==> config.mk <==
export PLATFORM = sky130hd
export DESIGN_NAME = pbus_periph
export DESIGN_NICKNAME = d
export VERILOG_FILES = /design/src/rtl/pbus_pkg.sv /design/src/rtl/pbus_sync.sv /design/src/rtl/pbus_ctrl.sv /design/src/rtl/pbus_cmd_rx.sv /design/src/rtl/pbus_tx.sv /design/src/rtl/pbus_periph.sv
export SDC_FILE = /design/constraint.sdc
export NUM_CORES = 1
export LEC_CHECK = 0
export BUFFER_PORTS_ARGS = -buffer_cell sky130_fd_sc_hd__buf_2
export CORE_ASPECT_RATIO = 0.5
export CORE_MARGIN = 8
export CORE_UTILIZATION = 56
export CTS_CLUSTER_DIAMETER = 150
export DETAILED_ROUTE_END_ITERATION = 10
export GPL_TIMING_DRIVEN = 1
export PLACE_DENSITY_LB_ADDON = 0.15
export SLEW_MARGIN = 20
export SYNTH_ARGS = -nofsm -noshare
export SYNTH_HDL_FRONTEND = slang
export SYNTH_HIERARCHICAL = 1
export SYNTH_SLANG_ARGS = --single-unit
==> constraint.sdc <==
create_clock -name clk -period 3.9 [get_ports clk]
set_input_delay 0.195 -clock clk [delete_from_list [all_inputs] [get_ports clk]]
set_output_delay 0.195 -clock clk [all_outputs]
set_load 0.02 [all_outputs]
==> src/rtl/pbus_pkg.sv <==
package pbus_pkg;

  // Link phase as seen by the peripheral
  typedef enum logic [1:0] {
    PH_IDLE = 2'd0,  // waiting for host to open a command phase
    PH_CMD  = 2'd1,  // host drives the bus
    PH_TURN = 2'd2,  // bus released, counting turnaround edges
    PH_SEND = 2'd3   // peripheral drives the bus
  } pbus_phase_t;

endpackage

==> src/rtl/pbus_sync.sv <==
module pbus_sync #(
  parameter int DW     = 8,
  parameter int STAGES = 2
) (
  input  logic          clk,
  input  logic          rst_n,
  input  logic          bclk_i,
  input  logic          dir_i,
  input  logic          req_i,
  input  logic [DW-1:0] bus_i,
  output logic          dir_s,
  output logic          req_s,
  output logic [DW-1:0] bus_s,
  output logic          rise,
  output logic          fall
);

  localparam int W = DW + 3;

  logic [W-1:0] in_vec;
  logic [W-1:0] out_vec;
  logic         bclk_s;
  logic         bclk_prev;

  assign in_vec = {bclk_i, dir_i, req_i, bus_i};

  // All host lines travel through one chain so data stays aligned to the clock edge
  generate
    if (STAGES == 1) begin : g_one
      logic [W-1:0] sh_q;
      always_ff @(posedge clk or negedge rst_n) begin
        if (!rst_n) sh_q <= '0;
        else        sh_q <= in_vec;
      end
      assign out_vec = sh_q;
    end else begin : g_chain
      logic [STAGES-1:0][W-1:0] sh_q;
      always_ff @(posedge clk or negedge rst_n) begin
        if (!rst_n) sh_q <= '0;
        else        sh_q <= {sh_q[STAGES-2:0], in_vec};
      end
      assign out_vec = sh_q[STAGES-1];
    end
  endgenerate

  assign bclk_s = out_vec[W-1];
  assign dir_s  = out_vec[W-2];
  assign req_s  = out_vec[W-3];
  assign bus_s  = out_vec[DW-1:0];

  always_ff @(posedge clk or negedge rst_n) begin
    if (!rst_n) bclk_prev <= 1'b0;
    else        bclk_prev <= bclk_s;
  end

  assign rise = bclk_s & ~bclk_prev;
  assign fall = ~bclk_s & bclk_prev;

endmodule

==> src/rtl/pbus_ctrl.sv <==
module pbus_ctrl
  import pbus_pkg::*;
#(
  parameter int FRAME_BYTES = 24,
  parameter int TURN_RISES  = 2
) (
  input  logic clk,
  input  logic rst_n,
  input  logic dir_s,
  input  logic req_s,
  input  logic rise,
  input  logic fall,
  output logic cap_en,
  output logic load_en,
  output logic drive_o,
  output logic fin_o
);

  localparam int CW = $clog2(FRAME_BYTES + 1);
  localparam int TW = (TURN_RISES > 1) ? $clog2(TURN_RISES) : 1;
  localparam logic [CW-1:0] FULL_CNT = CW'(FRAME_BYTES);
  localparam logic [CW-1:0] LAST_CNT = CW'(FRAME_BYTES - 1);
  localparam logic [TW-1:0] TURN_END = TW'(TURN_RISES - 1);

  pbus_phase_t   ph_q, ph_n;
  logic          armed_q, armed_n;
  logic [TW-1:0] turn_q, turn_n;
  logic [CW-1:0] cnt_q, cnt_n;
  logic          fin_q, fin_n;

  always_comb begin
    ph_n    = ph_q;
    armed_n = armed_q;
    turn_n  = turn_q;
    cnt_n   = cnt_q;
    fin_n   = fin_q;
    cap_en  = 1'b0;
    load_en = 1'b0;
    case (ph_q)
      PH_IDLE: begin
        if (dir_s && req_s) begin
          ph_n    = PH_CMD;
          armed_n = 1'b0;
          fin_n   = 1'b0;
        end
      end
      PH_CMD: begin
        if (!dir_s) begin
          ph_n   = PH_TURN;
          turn_n = '0;
        end else begin
          if (fall) armed_n = req_s;
          if (rise && armed_q && req_s) cap_en = 1'b1;
        end
      end
      PH_TURN: begin
        if (dir_s) begin
          ph_n = PH_IDLE;
        end else if (rise) begin
          if (turn_q == TURN_END) begin
            ph_n    = PH_SEND;
            load_en = 1'b1;
            cnt_n   = CW'(1);
            fin_n   = (FRAME_BYTES == 1);
          end else begin
            turn_n = turn_q + 1'b1;
          end
        end
      end
      PH_SEND: begin
        if (dir_s) begin
          ph_n = PH_IDLE;
        end else if (rise && (cnt_q < FULL_CNT)) begin
          load_en = 1'b1;
          cnt_n   = cnt_q + 1'b1;
          if (cnt_q == LAST_CNT) fin_n = 1'b1;
        end
      end
      default: ph_n = PH_IDLE;
    endcase
  end

  always_ff @(posedge clk or negedge rst_n) begin
    if (!rst_n) begin
      ph_q    <= PH_IDLE;
      armed_q <= 1'b0;
      turn_q  <= '0;
      cnt_q   <= '0;
      fin_q   <= 1'b0;
    end else begin
      ph_q    <= ph_n;
      armed_q <= armed_n;
      turn_q  <= turn_n;
      cnt_q   <= cnt_n;
      fin_q   <= fin_n;
    end
  end

  assign drive_o = (ph_q == PH_SEND);
  assign fin_o   = fin_q;


  dir_release_chk: assert property (@(posedge clk) disable iff (!rst_n)
    dir_s |=> !drive_o);


  fin_clear_chk: assert property (@(posedge clk) disable iff (!rst_n)
    $fell(fin_q) |-> (ph_q == PH_CMD));


  load_phase_chk: assert property (@(posedge clk) disable iff (!rst_n)
    load_en |=> drive_o);


  send_count_chk: assert property (@(posedge clk) disable iff (!rst_n)
    drive_o |-> (cnt_q != '0) && (cnt_q <= FULL_CNT));

endmodule

==> src/rtl/pbus_cmd_rx.sv <==
module pbus_cmd_rx #(
  parameter int DW = 8
) (
  input  logic          clk,
  input  logic          rst_n,
  input  logic          cap_en,
  input  logic [DW-1:0] bus_s,
  input  logic          cmd_ready,
  output logic          cmd_valid,
  output logic [DW-1:0] cmd_data
);

  logic          vld_q, vld_n;
  logic [DW-1:0] dat_q, dat_n;

  always_comb begin
    vld_n = vld_q;
    dat_n = dat_q;
    if (vld_q && cmd_ready) vld_n = 1'b0;
    if (cap_en) begin
      vld_n = 1'b1;
      dat_n = bus_s;
    end
  end

  always_ff @(posedge clk or negedge rst_n) begin
    if (!rst_n) begin
      vld_q <= 1'b0;
      dat_q <= '0;
    end else begin
      vld_q <= vld_n;
      dat_q <= dat_n;
    end
  end

  assign cmd_valid = vld_q;
  assign cmd_data  = dat_q;


  cap_source_chk: assert property (@(posedge clk) disable iff (!rst_n)
    $rose(cmd_valid) |-> $past(cap_en));


  valid_hold_chk: assert property (@(posedge clk) disable iff (!rst_n)
    (cmd_valid && !cmd_ready) |=> cmd_valid);

endmodule

==> src/rtl/pbus_tx.sv <==
module pbus_tx #(
  parameter int DW = 8
) (
  input  logic          clk,
  input  logic          rst_n,
  input  logic          load_en,
  input  logic          pix_valid,
  input  logic [DW-1:0] pix_data,
  output logic [DW-1:0] bus_o
);

  logic [DW-1:0] out_q, out_n;

  always_comb begin
    out_n = out_q;
    if (load_en) out_n = pix_valid ? pix_data : '0;
  end

  always_ff @(posedge clk or negedge rst_n) begin
    if (!rst_n) out_q <= '0;
    else        out_q <= out_n;
  end

  assign bus_o = out_q;

endmodule

==> src/rtl/pbus_periph.sv <==
module pbus_periph #(
  parameter int DW            = 8,
  parameter int FRAME_W       = 4,
  parameter int FRAME_H       = 3,
  parameter int BYTES_PER_PIX = 2,
  parameter int SYNC_STAGES   = 2,
  parameter int TURN_RISES    = 2
) (
  input  logic          clk,
  input  logic          rst_n,
  input  logic          bclk_i,
  input  logic          dir_i,
  input  logic          req_i,
  input  logic [DW-1:0] bus_i,
  output logic [DW-1:0] bus_o,
  output logic          bus_oe,
  output logic          req_o,
  output logic          req_oe,
  output logic          fin_o,
  output logic          cmd_valid,
  output logic [DW-1:0] cmd_data,
  input  logic          cmd_ready,
  input  logic          pix_valid,
  input  logic [DW-1:0] pix_data,
  output logic          pix_ready
);

  localparam int FRAME_BYTES = FRAME_W * FRAME_H * BYTES_PER_PIX;

  logic [1:0]    rst_q;
  logic          rst_int_n;
  logic          dir_s, req_s, rise, fall;
  logic [DW-1:0] bus_s;
  logic          cap_en, load_en, drive;

  // Reset asserts at once, releases on the clock
  always_ff @(posedge clk or negedge rst_n) begin
    if (!rst_n) rst_q <= 2'b00;
    else        rst_q <= {rst_q[0], 1'b1};
  end
  assign rst_int_n = rst_q[1];

  pbus_sync #(.DW(DW), .STAGES(SYNC_STAGES)) u_sync (
    .clk    (clk),
    .rst_n  (rst_int_n),
    .bclk_i (bclk_i),
    .dir_i  (dir_i),
    .req_i  (req_i),
    .bus_i  (bus_i),
    .dir_s  (dir_s),
    .req_s  (req_s),
    .bus_s  (bus_s),
    .rise   (rise),
    .fall   (fall)
  );

  pbus_ctrl #(.FRAME_BYTES(FRAME_BYTES), .TURN_RISES(TURN_RISES)) u_ctrl (
    .clk     (clk),
    .rst_n   (rst_int_n),
    .dir_s   (dir_s),
    .req_s   (req_s),
    .rise    (rise),
    .fall    (fall),
    .cap_en  (cap_en),
    .load_en (load_en),
    .drive_o (drive),
    .fin_o   (fin_o)
  );

  pbus_cmd_rx #(.DW(DW)) u_cmd (
    .clk       (clk),
    .rst_n     (rst_int_n),
    .cap_en    (cap_en),
    .bus_s     (bus_s),
    .cmd_ready (cmd_ready),
    .cmd_valid (cmd_valid),
    .cmd_data  (cmd_data)
  );

  pbus_tx #(.DW(DW)) u_tx (
    .clk       (clk),
    .rst_n     (rst_int_n),
    .load_en   (load_en),
    .pix_valid (pix_valid),
    .pix_data  (pix_data),
    .bus_o     (bus_o)
  );

  assign bus_oe    = drive;
  assign req_oe    = drive;
  assign req_o     = drive;
  assign pix_ready = load_en;


  drive_on_edge_chk: assert property (@(posedge clk) disable iff (!rst_int_n)
    $rose(bus_oe) |-> $past(rise));


  req_with_bus_chk: assert property (@(posedge clk) disable iff (!rst_int_n)
    bus_oe |-> (req_oe && req_o));

endmodule

==> results.sh, run 1 <==
export IMPL_outcome="finished, final reports clean"
export IMPL_max_cap_viol_count=0
export IMPL_hold_path_class="input port to flip-flop"
export IMPL_die_w_um=100
export IMPL_setup_worst_path_end_class="primary output"
export IMPL_worstPathRequired_ns=3.70
export IMPL_drcViolationCount=0
export IMPL_critical_path_depth=6
export IMPL_antenna_cells=0
export IMPL_synth_fp_nets=173
export IMPL_htreeDepth=2
export IMPL_area_delta_synth_final_pct=18.2
export IMPL_yosys_warnings=6
export IMPL_finalHoldViolations=0
export IMPL_worstPathMaxFanout=17
export IMPL_setup_violations=0
export IMPL_path_class="flip-flop to primary output"
export IMPL_vdd_drop_max_mv=0.266
export IMPL_critPathMaxStageDelay_ns=0.37
export IMPL_total_power_mw=1.34
export IMPL_cts_sinks=52
export IMPL_insertion_delay_ns=0.30
export IMPL_synth_most_common_cell="dfrtp_1"
export IMPL_clk_pin_slew_worst_paths_ns=0.09
export IMPL_synth_seq_cells=52
export IMPL_grt_total_usage_pct=12.3
export IMPL_synthArstFlopShare_pct=100
export IMPL_yosysTopAreaCell="dfrtp_1"
export IMPL_dr_pass1_iters=5
export IMPL_fin_skew_ns=0.00584
export IMPL_final_layout_size_suffix_gt1_share_pct=34.5
export IMPL_grt_max_degree=51
export IMPL_ant_nets=0
export IMPL_portBuffers=44
export IMPL_multi_input_area_um2=512
export IMPL_viasPerCell=4.91
export IMPL_syn_inst=149
export IMPL_grt_pass1_vias=1245
export IMPL_crit_buf_inv=2
export IMPL_syn_area_um2=2000
export IMPL_dp_slack_ns=1.87
export IMPL_power_density_nw_per_um2=569
export IMPL_worst_pin_slew_ns=1.05
export IMPL_dp_hpwl_mm=2.33
export IMPL_yosys_top_cells_area="dfrtp_1, mux2_4, buf_4, buf_6, nand3_1"
export IMPL_rows=15
export IMPL_max_freq_mhz=430
export IMPL_overflow=0
export IMPL_grt_pass1_wl_mm=5.66
export IMPL_fin_crit_ns=2.33
export IMPL_cpLargestDelayFamily="simple AND/OR/NAND/NOR gates"
export IMPL_drtIter0Drc=42
export IMPL_worstPathArrival_ns=2.13
export IMPL_vias=1217
export IMPL_path_cells="nor2b_1, nor2b_1, and3_1, nor2_4, inv_1, buf_2"
export IMPL_syn_mean_instance_area_um2=13.4
export IMPL_yosysUniqueCellTypes=33
export IMPL_synthTopCellsByCount="dfrtp_1, inv_1, nand3_1, buf_4, o21ai_0"
export IMPL_cts_tree="yes"
export IMPL_initial_core_util_pct=58.2
export IMPL_maxSlewViolCount=0
export IMPL_whs_ns=0.131
export IMPL_wl_per_cell_um=13.4
export IMPL_dieArea_um2=5850
export IMPL_slew_headroom_pct=29.8
export IMPL_cts_root_buf="clkbuf_8"
export IMPL_final_nets=220
export IMPL_die_h_um=58.2
export IMPL_antenna_found_initial=0
export IMPL_slowest_stage="dfrtp_1"
export IMPL_synth_ff_type="dfrtp_1"
export IMPL_gp_congestion=0.781
export IMPL_final_util_pct=68.7
export IMPL_synth_edf_count=0
export IMPL_drt_wl_total_mm=3.31
export IMPL_cp_common_cell="nor2b_1"
export IMPL_rsz0062_at_grt="no"
export IMPL_layout_area_seq_um2=1310
export IMPL_ys_seq_area_share_pct=65.1
export IMPL_cts_setup_buffers=0
export IMPL_synth_top_cell_area_share_pct=65.1
export IMPL_min_path_cells=3
export IMPL_pin_count=45
export IMPL_cts_buffer_depth=2
export IMPL_finalCritPeriodShare_pct=59.7
export IMPL_rr_worst_depth=3
export IMPL_fill_cells=229
export IMPL_p_leak_nw=1.17
export IMPL_coreArea_um2=3430
export IMPL_cts_buffers=5
export IMPL_tns_ns=0
export IMPL_setup_slack_ns=1.57
export IMPL_cp_start_kind="flip-flop"
## worst register-to-register path, cell delays in order, from the launching register on
cell      delay [ns]
dfrtp_1         0.48
nand3b_1        0.27
nor2_1          0.84
mux2_4          0.36
## power breakdown
| group | internal, mW | leakage [nW] | total (mW) | switching [mW] |
|---|---|---|---|---|
| Sequential | 0.639 | 0.638 | 0.717 | 0.0789 |
| Clock | 0.129 | 0.0485 | 0.303 | 0.175 |
| Combinational | 0.134 | 0.481 | 0.322 | 0.188 |
| Total | 0.901 | 1.17 | 1.34 | 0.441 |
## layout by cell type, fill, tap and decap left out, drive strengths merged, types with 2 or more instances in the layout
cell type,count
clkbuf,5
xnor2,2
dfrtp,52
dlygate4sd3,12
buf,44
a21oi,6
nor2b,2
nor2,5
o21ai,10
mux2,8
inv,14
clkinv,2
nand3,11
a22o,4
nor3,2
## timing repair
item | 4_1_cts | 5_1_grt
gates resized for setup | 0 | 0
hold buffers | 11 | 1
endpoints found under the hold margin | 12 | 1
setup endpoints to repair | 0 | 0
## stage by stage
| step | std cells | area (um2) |
|---|---|---|
| global route | 248 | 2360 |
| floorplan | 149 | 2000 |
| global placement | 228 | 2150 |
| finish | 248 | 2360 |
| detailed placement | 228 | 2150 |
| CTS | 247 | 2350 |
## sequential cells by signal, summed over array words and instances (netlist names)
register / count
u_ctrl/turn_q: 1
u_ctrl/armed_q: 1
u_tx/bus_o: 8
rst_q: 2
u_ctrl/cnt_q: 5
u_ctrl/ph_q: 2
u_cmd/cmd_data: 8
u_sync/out_vec: 11
u_sync/g_chain.sh_q: 11
u_ctrl/fin_o: 1
u_cmd/cmd_valid: 1
u_sync/bclk_prev: 1
## layer usage
| metal | wire, um | global-route usage [%] | up-vias |
|---|---|---|---|
| met5 | 0 | 0 | - |
| met4 | 38 | 4.04 | 0 |
| met3 | 176 | 4.77 | 6 |
| met2 | 1590 | 20.0 | 24 |
| met1 | 1500 | 14.9 | 606 |
| li1 | - | - | 581 |
## path summary, 6_finish.rpt
path                                    start           endpoint  slack (ns)
max                        u_sync/out_vec[10]          pix_ready        1.57
min                               pix_data[1]      u_tx/bus_o[1]        0.13
max reg2reg                    u_ctrl/ph_q[1]  u_cmd/cmd_data[2]        1.84
min reg2reg                          rst_q[1]  u_cmd/cmd_data[1]        0.35
max in group asynchronous            rst_q[1]       u_ctrl/fin_o        3.15
min in group asynchronous               rst_n           rst_q[0]        0.20
## final cells by class
type | instances | area share, %
multi-input cells | 68 | 21.7
flip-flops and latches | 52 | 55.3
well taps | 51 | 2.70
repair buffers | 56 | 14.4
clock buffers | 5 | 2.91
clock inverters | 3 | 0.954
inverters | 13 | 2.07
## logic make-up (layout without fill, tap and decap cells)
| kind of cell | after synthesis | in the layout | synth area share [%] |
|---|---|---|---|
| and+or+nand+nor | 28 | 28 | 8.64 |
| adders and majority gates | 1 | 1 | 0.626 |
| xor gates and xnor gates | 2 | 2 | 0.877 |
| AOI/OAI and AO/OA | 27 | 27 | 8.77 |
| other | 1 | 1 | 0.188 |
| buffers and inverters | 29 | 77 | 9.27 |
| muxes | 9 | 9 | 6.51 |
| DFF | 52 | 52 | 65.1 |
(Power assumes the default switching activity.)
==> run 2, diff against run 1 <==
CORE_UTILIZATION = 52   (was 56)
clock period = 2.4 ns   (was 3.9 ns; I/O delays follow)
==> run 2 against run 1 <==
Against the previous run: power is 71% higher; global-route usage decreased by 0.24 points; die area rose by 6.0%; sequential power is 63% higher; cell count increased by 2.4%; clock skew about the same; critical path depth stayed put; wire length increased by 5.9%; largest cell class unchanged.
==> results.sh, run 2 (synthesized netlist as in run 1, its figures left out) <==
export IMPL_slew_headroom_pct=53.8
export IMPL_fin_area_um2=2410
export IMPL_fin_skew_ns=0.00568
export IMPL_gp_congestion=0.811
export IMPL_layout_common_cells="dfrtp_1, buf_2, dlygate4sd3_1, inv_1, nand3_1"
export IMPL_cpLargestDelayFamily="simple AND/OR/NAND/NOR gates"
export IMPL_ant_nets=0
export IMPL_vdd_drop_max_mv=0.577
export IMPL_slowest_stage="and3_1"
export IMPL_worstPathArrival_ns=2.03
export IMPL_min_path_cells=3
export IMPL_worst_pin_slew_ns=0.693
export IMPL_initial_core_util_pct=52.8
export IMPL_r2r_start="u_sync/out_vec[10]"
export IMPL_dp_slack_ns=0.448
export IMPL_p_leak_nw=1.18
export IMPL_portBuffers=44
export IMPL_setup_slack_ns=0.247
export IMPL_placed_cells=234
export IMPL_worstPathRequired_ns=2.28
export IMPL_coreArea_um2=3780
export IMPL_drtIter0Drc=31
export IMPL_insertion_delay_ns=0.30
export IMPL_cts_root_buf="clkbuf_8"
export IMPL_die_h_um=59.8
export IMPL_outcome="finished, final reports clean"
export IMPL_fin_crit_ns=2.15
export IMPL_wl_per_cell_um=13.8
export IMPL_final_common_cell="dfrtp_1"
export IMPL_cts_buffers=5
export IMPL_critPathMaxStageDelay_ns=0.39
export IMPL_finalHoldViolations=0
export IMPL_cts_buffer_depth=2
export IMPL_area_delta_synth_final_pct=20.7
export IMPL_cts_setup_buffers=0
export IMPL_drt_wl_total_mm=3.51
export IMPL_r2r_end="u_tx/bus_o[0]"
export IMPL_dieArea_um2=6200
export IMPL_dp_hpwl_mm=2.57
export IMPL_die_w_um=104
export IMPL_final_cells=254
export IMPL_drcViolationCount=0
export IMPL_rr_worst_depth=7
export IMPL_cp_common_cell="nor2b_1"
export IMPL_rsz0062_at_grt="no"
export IMPL_cts_tree="yes"
export IMPL_tns_ns=0
export IMPL_pin_count=45
export IMPL_grt_pass1_vias=1342
export IMPL_cp_start_kind="flip-flop"
export IMPL_hp_start="pix_data[4]"
export IMPL_whs_ns=0.0566
export IMPL_busiest_layer="met2"
export IMPL_final_layout_size_suffix_gt1_share_pct=36.0
export IMPL_finalCritPeriodShare_pct=89.7
export IMPL_antenna_cells=0
export IMPL_use_met3_pct=5.16
export IMPL_grt_pass1_wl_mm=6.01
export IMPL_rows=16
export IMPL_crit_buf_inv=2
export IMPL_final_nets=223
export IMPL_total_power_mw=2.29
export IMPL_max_cap_viol_count=0
export IMPL_path_cells="nor2b_1, nor2b_1, and3_1, nor2_4, clkinvlp_4, buf_2"
export IMPL_grt_total_usage_pct=12.1
export IMPL_global_route_usage_met1_pct=14.7
export IMPL_hold_path_class="input port to flip-flop"
export IMPL_rrSetupSlack_ns=0.58
export IMPL_maxSlewViolCount=0
export IMPL_viasPerCell=4.77
export IMPL_htreeDepth=2
export IMPL_antenna_found_initial=0
export IMPL_overflow=0
export IMPL_final_util_pct=63.8
export IMPL_placed_cell_area_um2=2170
export IMPL_hold_end="u_tx/bus_o[4]"
export IMPL_grt_met2_usage_pct=19.4
export IMPL_power_density_nw_per_um2=950
export IMPL_dr_pass1_iters=4
export IMPL_clk_pin_slew_worst_paths_ns=0.09
export IMPL_grt_max_degree=35
export IMPL_setup_violations=0
export IMPL_setup_worst_path_end_class="primary output"
export IMPL_vias=1212
export IMPL_path_class="flip-flop to primary output"
export IMPL_max_freq_mhz=464
export IMPL_worstPathMaxFanout=17
export IMPL_cts_sinks=52
[run 2: cell types whose count changed in the layout (fill, tap and decap cells not counted), sizes merged]
cell,change
clkinvlp,+2
buf,+3
clkinv,-2
inv,-1
bufinv,+1
[run 2: routing by layer]
layer	wire length, um	up-vias	part of all wire [%]
li1	-	588	-
met5	0	-	0
met1	1660	576	47
met4	0	0	0
met2	1540	48	44
met3	305	0	8.7
[run 2: worst max path at each step]
stage / endpoint / slack, ns / start / cells past startpoint
global placement: pix_ready / 0.52 / u_sync/bclk_prev / 6
global route: pix_ready / 0.08 / u_sync/out_vec[10] / 6
CTS: pix_ready / 0.1 / u_sync/out_vec[10] / 6
detailed placement: pix_ready / 0.45 / u_sync/out_vec[10] / 6
finish: pix_ready / 0.25 / u_sync/out_vec[10] / 6
floorplan: u_tx/bus_o[4] / 0.69 / u_sync/bclk_prev / 9
[run 2: cell type report]
type / instances / area, um2
tap: 54 / 67.6
multi-input combinational: 68 / 512
clock inverter: 3 / 46.3
fill: 298 / 1370
clock buffer: 5 / 68.8
inverter: 13 / 52.6
timing repair buffer: 59 / 363
sequential: 52 / 1300
[run 2: where the power goes]
part / switching, mW / leakage (nW) / internal, mW
clock network: 0.280 / 0.0548 / 0.314
logic: 0.304 / 0.486 / 0.221
registers: 0.134 / 0.638 / 1.04
total: 0.719 / 1.18 / 1.57
[run 2: what timing repair did]
action	4_1_cts	5_1_grt
hold buffers	12	0
setup endpoints to repair	0	1
resized for setup	0	1
hold endpoints to repair	13	0
[run 2: tightest hold or removal path: stages]
cell	delay, ns
buf_2	0.08
nand3_1	0.06
o21ai_0	0.06
